### config.mk
export PLATFORM = sky130hd
export DESIGN_NAME = rxring_wb
export DESIGN_NICKNAME = d
export VERILOG_FILES = /design/src/rtl/rxring_pkg.sv /design/src/rtl/rxring_ctrl.sv /design/src/rtl/rxring_dp.sv /design/src/rtl/rxring_wb.sv
export SDC_FILE = /design/constraint.sdc
export NUM_CORES = 2
export LEC_CHECK = 0
export ABC_AREA = 1
export BUFFER_PORTS_ARGS = -buffer_cell sky130_fd_sc_hd__buf_2
export CAP_MARGIN = 20
export CORE_MARGIN = 2
export CORE_UTILIZATION = 55
export CTS_CLUSTER_DIAMETER = 100
export CTS_CLUSTER_SIZE = 30
export DETAILED_ROUTE_END_ITERATION = 6
export HOLD_SLACK_MARGIN = 0.06
export PLACE_DENSITY = 0.71
export SLEW_MARGIN = 25
export SYNTH_ARGS = -nofsm -noshare
export SYNTH_HDL_FRONTEND = slang
export SYNTH_SLANG_ARGS = --single-unit
### constraint.sdc
create_clock -name clk -period 6 [get_ports clk]
set_input_delay 1.8 -clock clk [delete_from_list [all_inputs] [get_ports clk]]
set_output_delay 1.8 -clock clk [all_outputs]
set_load 0.005 [all_outputs]
### src/rtl/rxring_pkg.sv
package rxring_pkg;
  localparam int LEN_W       = 14;
  localparam int USED_BIT    = 0;
  localparam int WRAP_BIT    = 1;
  localparam int SOF_BIT     = 14;
  localparam int EOF_BIT     = 15;
  localparam int CTRL_EN_BIT = 2;

  localparam logic [1:0] REG_CTRL = 2'd0;
  localparam logic [1:0] REG_BASE = 2'd1;
  localparam logic [1:0] REG_STAT = 2'd2;

  typedef struct packed {
    logic wbEn;      // write back the current descriptor
    logic advance;   // step to the next index
    logic wrapJump;  // return to ring base
    logic setBna;    // raise buffer-not-available
  } rxStrobe_t;
endpackage

### src/rtl/rxring_ctrl.sv
module rxring_ctrl
  import rxring_pkg::*;
(
  input  logic      rxEn,
  input  logic      bufDone,
  input  logic      curUsed,
  input  logic      curWrap,
  output rxStrobe_t strb
);
  logic accept;
  logic refuse;

  always_comb begin
    accept        = rxEn && bufDone && !curUsed;
    refuse        = rxEn && bufDone && curUsed;
    strb.wbEn     = accept;
    strb.advance  = accept && !curWrap;
    strb.wrapJump = accept && curWrap;
    strb.setBna   = refuse;
  end
endmodule

### src/rtl/rxring_dp.sv
module rxring_dp
  import rxring_pkg::*;
#(
  parameter int DEPTH  = 16,
  parameter int IDX_W  = $clog2(DEPTH),
  parameter int ADDR_W = IDX_W + 2
) (
  input  logic              clk,
  input  logic              rstN,
  input  rxStrobe_t         strb,
  input  logic [LEN_W-1:0]  bufLen,
  input  logic              bufSof,
  input  logic              bufEof,
  input  logic              cfgWe,
  input  logic [ADDR_W-1:0] cfgAddr,
  input  logic [31:0]       cfgWdata,
  output logic [31:0]       cfgRdata,
  output logic              rxEn,
  output logic              curUsed,
  output logic              curWrap,
  output logic              wbPulse,
  output logic              bnaFlag,
  output logic [IDX_W-1:0]  ringPtr,
  output logic [31:0]       bufAddr
);
  localparam logic [IDX_W-1:0] LAST_IDX = IDX_W'(DEPTH - 1);

  logic [31:0]      word0Arr [DEPTH];
  logic [31:0]      word1Arr [DEPTH];
  logic [IDX_W-1:0] baseIdx;
  logic             regHit;
  logic             descHit;
  logic [IDX_W-1:0] descIdx;
  logic             descWord;
  logic [1:0]       regSel;
  logic             baseWr;
  logic             ctrlWr;
  logic             statClr;
  logic [31:0]      statusWord;
  logic [31:0]      curWord0;

  always_comb begin
    descHit  = !cfgAddr[ADDR_W-1];
    regHit   = cfgAddr[ADDR_W-1] && (cfgAddr[ADDR_W-2:2] == '0);
    descIdx  = cfgAddr[ADDR_W-2:1];
    descWord = cfgAddr[0];
    regSel   = cfgAddr[1:0];
    baseWr   = cfgWe && regHit && (regSel == REG_BASE);
    ctrlWr   = cfgWe && regHit && (regSel == REG_CTRL);
    statClr  = cfgWe && regHit && (regSel == REG_STAT) && cfgWdata[0];
    statusWord = '0;
    statusWord[LEN_W-1:0] = bufLen;
    statusWord[SOF_BIT]   = bufSof;
    statusWord[EOF_BIT]   = bufEof;
  end

  for (genvar i = 0; i < DEPTH; i++) begin : gEntry
    logic [31:0] w0;
    logic [31:0] w1;
    logic        hitWb;
    logic        hitSw;
    assign hitWb = strb.wbEn && (ringPtr == IDX_W'(i));
    assign hitSw = cfgWe && descHit && (descIdx == IDX_W'(i));
    always_ff @(posedge clk or negedge rstN) begin
      if (!rstN) begin
        w0 <= '0;
        w1 <= '0;
      end else if (hitWb) begin
        w0[USED_BIT] <= 1'b1;
        w1           <= statusWord;
      end else if (hitSw) begin
        if (descWord) w1 <= cfgWdata;
        else          w0 <= cfgWdata;
      end
    end
    assign word0Arr[i] = w0;
    assign word1Arr[i] = w1;
  end

  always_comb begin
    curWord0 = word0Arr[ringPtr];
    curUsed  = curWord0[USED_BIT];
    curWrap  = curWord0[WRAP_BIT];
    bufAddr  = {curWord0[31:2], 2'b00};
  end

  always_ff @(posedge clk or negedge rstN) begin
    if (!rstN) begin
      ringPtr <= '0;
      baseIdx <= '0;
      rxEn    <= 1'b0;
      bnaFlag <= 1'b0;
      wbPulse <= 1'b0;
    end else begin
      wbPulse <= strb.wbEn;
      if (ctrlWr) rxEn <= cfgWdata[CTRL_EN_BIT];
      if (baseWr) baseIdx <= cfgWdata[IDX_W-1:0];
      if (strb.setBna)  bnaFlag <= 1'b1;
      else if (statClr) bnaFlag <= 1'b0;
      if (strb.wrapJump)
        ringPtr <= baseIdx;
      else if (strb.advance)
        ringPtr <= (ringPtr == LAST_IDX) ? '0 : ringPtr + 1'b1;
      else if (baseWr && !rxEn)
        ringPtr <= cfgWdata[IDX_W-1:0];
    end
  end

  always_comb begin
    cfgRdata = '0;
    if (descHit) begin
      cfgRdata = descWord ? word1Arr[descIdx] : word0Arr[descIdx];
    end else if (regHit) begin
      case (regSel)
        REG_CTRL: cfgRdata[CTRL_EN_BIT] = rxEn;
        REG_BASE: cfgRdata[IDX_W-1:0]   = baseIdx;
        REG_STAT: cfgRdata[0]           = bnaFlag;
        default:  cfgRdata = '0;
      endcase
    end
  end
endmodule

### src/rtl/rxring_wb.sv
module rxring_wb
  import rxring_pkg::*;
#(
  parameter int DEPTH  = 16,
  parameter int IDX_W  = $clog2(DEPTH),
  parameter int ADDR_W = IDX_W + 2
) (
  input  logic              clk,
  input  logic              rstN,
  input  logic              rxBufDone,
  input  logic [LEN_W-1:0]  rxBufLen,
  input  logic              rxBufSof,
  input  logic              rxBufEof,
  input  logic              cfgWe,
  input  logic [ADDR_W-1:0] cfgAddr,
  input  logic [31:0]       cfgWdata,
  output logic [31:0]       cfgRdata,
  output logic              wbPulse,
  output logic              bnaFlag,
  output logic [IDX_W-1:0]  ringPtr,
  output logic [31:0]       bufAddr
);
  rxStrobe_t strb;
  logic      rxEn;
  logic      curUsed;
  logic      curWrap;

  rxring_ctrl uCtrl (
    .rxEn    (rxEn),
    .bufDone (rxBufDone),
    .curUsed (curUsed),
    .curWrap (curWrap),
    .strb    (strb)
  );

  rxring_dp #(.DEPTH(DEPTH), .IDX_W(IDX_W), .ADDR_W(ADDR_W)) uDp (
    .clk      (clk),
    .rstN     (rstN),
    .strb     (strb),
    .bufLen   (rxBufLen),
    .bufSof   (rxBufSof),
    .bufEof   (rxBufEof),
    .cfgWe    (cfgWe),
    .cfgAddr  (cfgAddr),
    .cfgWdata (cfgWdata),
    .cfgRdata (cfgRdata),
    .rxEn     (rxEn),
    .curUsed  (curUsed),
    .curWrap  (curWrap),
    .wbPulse  (wbPulse),
    .bnaFlag  (bnaFlag),
    .ringPtr  (ringPtr),
    .bufAddr  (bufAddr)
  );
endmodule

==> reports/metrics.cfg <==
[layout]
n_fill_cell=9260
area_growth_pct=4.94
finalNonFillerCells=8166
drive_gt1_frac=0.0795
layout_common_cells=2164 x nand2_1, 1033 x dfrtp_1, 863 x o21ai_0
layout_commonest_cell=nand2_1
final_nets=6843

[global_routing]
antenna_found_initial=8
grt_first_pass_wirelength_mm=324
track_usage=0.393
first_global_vias=51900
grt_max_degree=247
grt.overflow.total=0

[timing]
finalHoldViolCount=0
grt_setup_unrepaired=no
skew_ns=0.0369
slew_violations=0
finalSetupTns_ns=0
fin_crit_ns=5.98
holdWs_ns=0.517
fin_crit_sh=0.996
slew_headroom=0.227
finalSetupViolCount=0
fmax_ghz=0.167
tightest_slew_ns=1.16

[setup_path]
cpMostUsedCell=nand2_1
slowest_delay_ns=0.72
worstPathArrival_ns=4.18
critPathKind=primary input to output port
r2r_start=uDp.ringPtr[1]
slowest_stage=nor3_1
rr_endpoint=uDp.gEntry[10].w0[11]
start_kind=primary input
cp-end-kind=output port
crit_fanout=50
r2r_slack_ns=1.12
timing.critical_path.to=cfgRdata[11]
critPathLaunch=cfgAddr[2]
worstRegToRegCells=11
cp.required_ns=4.20
crit_chain=buf_2 -> inv_2 -> nand2_1 -> inv_8 -> a22oi_1 -> nand2_1 -> nand2_1 -> nand3_1 -> nor3_1 -> nor2_1 -> buf_2

[power_and_ir_drop]
leakage_nw=27.0
combPwrFrac=0.366
power_density_nw_per_um2=353
power_w=0.0209
clkPwrFrac=0.191
p_sw_w=0.00868
p_int_w=0.0122
p_sw_frac=0.415
seqPwrFrac=0.443
ir_drop_mv=0.293

[run_status]
status=completed

[clock_tree]
ctsResizeCount=0
cts_buffers=44
cts_sinks=1035
cts_hold_buf=0
post_cts_buffers=0
clock_latency_ns=0.69
cts_max_level=2
cts_tree=done
cts_root_buf=clkbuf_16
cts_max_path_buffers=3
path_clk_slew_ns=0.10

[routing]
vias_per_cell=6.87
drt_iter0_drc=9165
vias=56100
remaining_drc_errors=0
drtPass1Iterations=7
wl_mm=213
drtAntennaViolNets=0
wl_per_cell_um=26.1

[place]
portBuffers=125
place_inst=8099
dpl.hpwl_mm=125
routabilityCongestion=0.947

[yosys]
yosysSeqAreaShare=0.459
netlist_area_um2=56400
synth_area_per_cell_um2=7.90
ys_types=37
ys_ff_latch=1035
synthCells=7147
yosysWarnings=0

[floorplan]
fp.dieH_um=324
initial_core_util=0.555
num_rows=117
dieArea_um2=105000
boundaryPins=128
design.core.area_um2=102000
die_w_um=324

[hold_path]
hold_path.class=register to register

[flow_run]
drv_cap=0

==> layout make-up <==
type,instances,area [µm²],area share
Sequential cell,1035,25900,0.438
Inverter,110,455,0.00769
Clock inverter,15,235,0.00397
Tap cell,1368,1710,0.0289
Antenna cell,3,7.51,0.000127
Multi-Input combinational cell,5239,26900,0.454
Clock buffer,48,1150,0.0194
Timing Repair Buffer,348,2840,0.0479
==> per-stage QoR <==
| step | setup slack (ns) | utilization | instance area [µm²] |
|---|---|---|---|
| 2_1_floorplan | 0.806 | - | 56400 |
| 3_3_place_gp | 0.177 | 0.568 | 57800 |
| 3_5_place_dp | 0.201 | 0.568 | 57800 |
| 4_1_cts | 0.203 | 0.582 | 59200 |
| 5_1_grt | 0.00287 | 0.582 | 59200 |
| 6_report | 0.0215 | 0.582 | 59200 |
==> cell usage after synthesis <==
master	count	area share
nand2_1	2164	0.14
dfrtp_1	1035	0.46
o21ai_0	863	0.077
a22oi_1	493	0.066
o211ai_1	492	0.065
clkbuf_1	490	0.033
nor2_1	314	0.021
nand4_1	307	0.034
o21ai_1	203	0.018
buf_2	176	0.016
o22ai_1	126	0.014
nand3_1	103	0.0091
inv_1	74	0.0049
buf_4	45	0.0060
a21oi_1	42	0.0037
buf_1	39	0.0026
inv_2	31	0.0021
nor3_1	29	0.0026
nand3_2	24	0.0043
o211ai_2	20	0.0044
nand3_4	15	0.0047
o21ai_2	15	0.0023
buf_6	12	0.0024
ha_1	7	0.0016
nor2_2	7	0.00078
clkinv_1	5	0.00033
a22o_1	4	0.00062
a41oi_1	2	0.00031
xor2_1	2	0.00031
a31oi_1	1	0.00011
a32oi_1	1	0.00016
buf_12	1	0.00035
clkbuf_2	1	0.000089
conb_1	1	0.000066
nand2_2	1	0.00011
nand3b_1	1	0.00013
nor2_8	1	0.00035
==> flip-flops by register name, summed over array words and instances (netlist names) <==
register,count
uDp.gEntry.w0,512
uDp.gEntry.w1,512
uDp.baseIdx,4
uDp.ringPtr,4
uDp.bnaFlag,1
uDp.rxEn,1
uDp.wbPulse,1
==> critical path: cells and delay by family <==
family,cells,cell delay [ns]
AOI/OAI and AO/OA,1,0.29
and+or+nand+nor,6,1.35
buffers and inverters,4,0.70
==> metal layers <==
layer / vias to the layer above / global-route usage / share of wire
met5: - / 0.00679 / 0.00074
met4: 12 / 0.183 / 0.051
met3: 724 / 0.100 / 0.14
met2: 4261 / 0.573 / 0.43
met1: 26900 / 0.548 / 0.39
li1: 24200 / - / -
==> worst min path at each step <==
| stage | start | to | slack (ns) | cells after the start |
|---|---|---|---|---|
| 2_1_floorplan | uDp.gEntry[14].w0[3] | uDp.gEntry[14].w0[3] | 0.47 | 2 |
| 3_3_place_gp | uDp.gEntry[9].w0[12] | uDp.gEntry[9].w0[12] | 0.48 | 2 |
| 3_5_place_dp | uDp.gEntry[5].w0[12] | uDp.gEntry[5].w0[12] | 0.49 | 2 |
| 4_1_cts | uDp.gEntry[5].w0[12] | uDp.gEntry[5].w0[12] | 0.52 | 2 |
| 5_1_grt | uDp.gEntry[0].w0[19] | uDp.gEntry[0].w0[19] | 0.54 | 2 |
| 6_report | uDp.gEntry[5].w0[11] | uDp.gEntry[5].w0[11] | 0.52 | 2 |
==> cell families (layout without fill, tap and decap cells) <==
kind of cell | after synthesis | in the layout | share of synthesized area
other cells | 1 | 5 | 0.0000665
flops | 1035 | 1035 | 0.459
buf+inv | 874 | 521 | 0.0669
fa+ha+maj | 7 | 7 | 0.00155
compound gates | 2262 | 2262 | 0.251
xor+xnor | 2 | 2 | 0.000310
simple gates | 2966 | 2966 | 0.221
==> power by group through the flow <==
| stage | sequential (W) | combinational [W] | clock [W] |
|---|---|---|---|
| after floorplan | 0.00896 | 0.00521 | 0 |
| after global placement | 0.00931 | 0.00724 | 0 |
| after CTS | 0.00920 | 0.00741 | 0.00401 |
| after global routing | 0.00938 | 0.00828 | 0.00423 |
| after detailed placement | 0.00933 | 0.00738 | 0 |
| final | 0.00927 | 0.00765 | 0.00400 |
(Power assumes the default switching activity.)
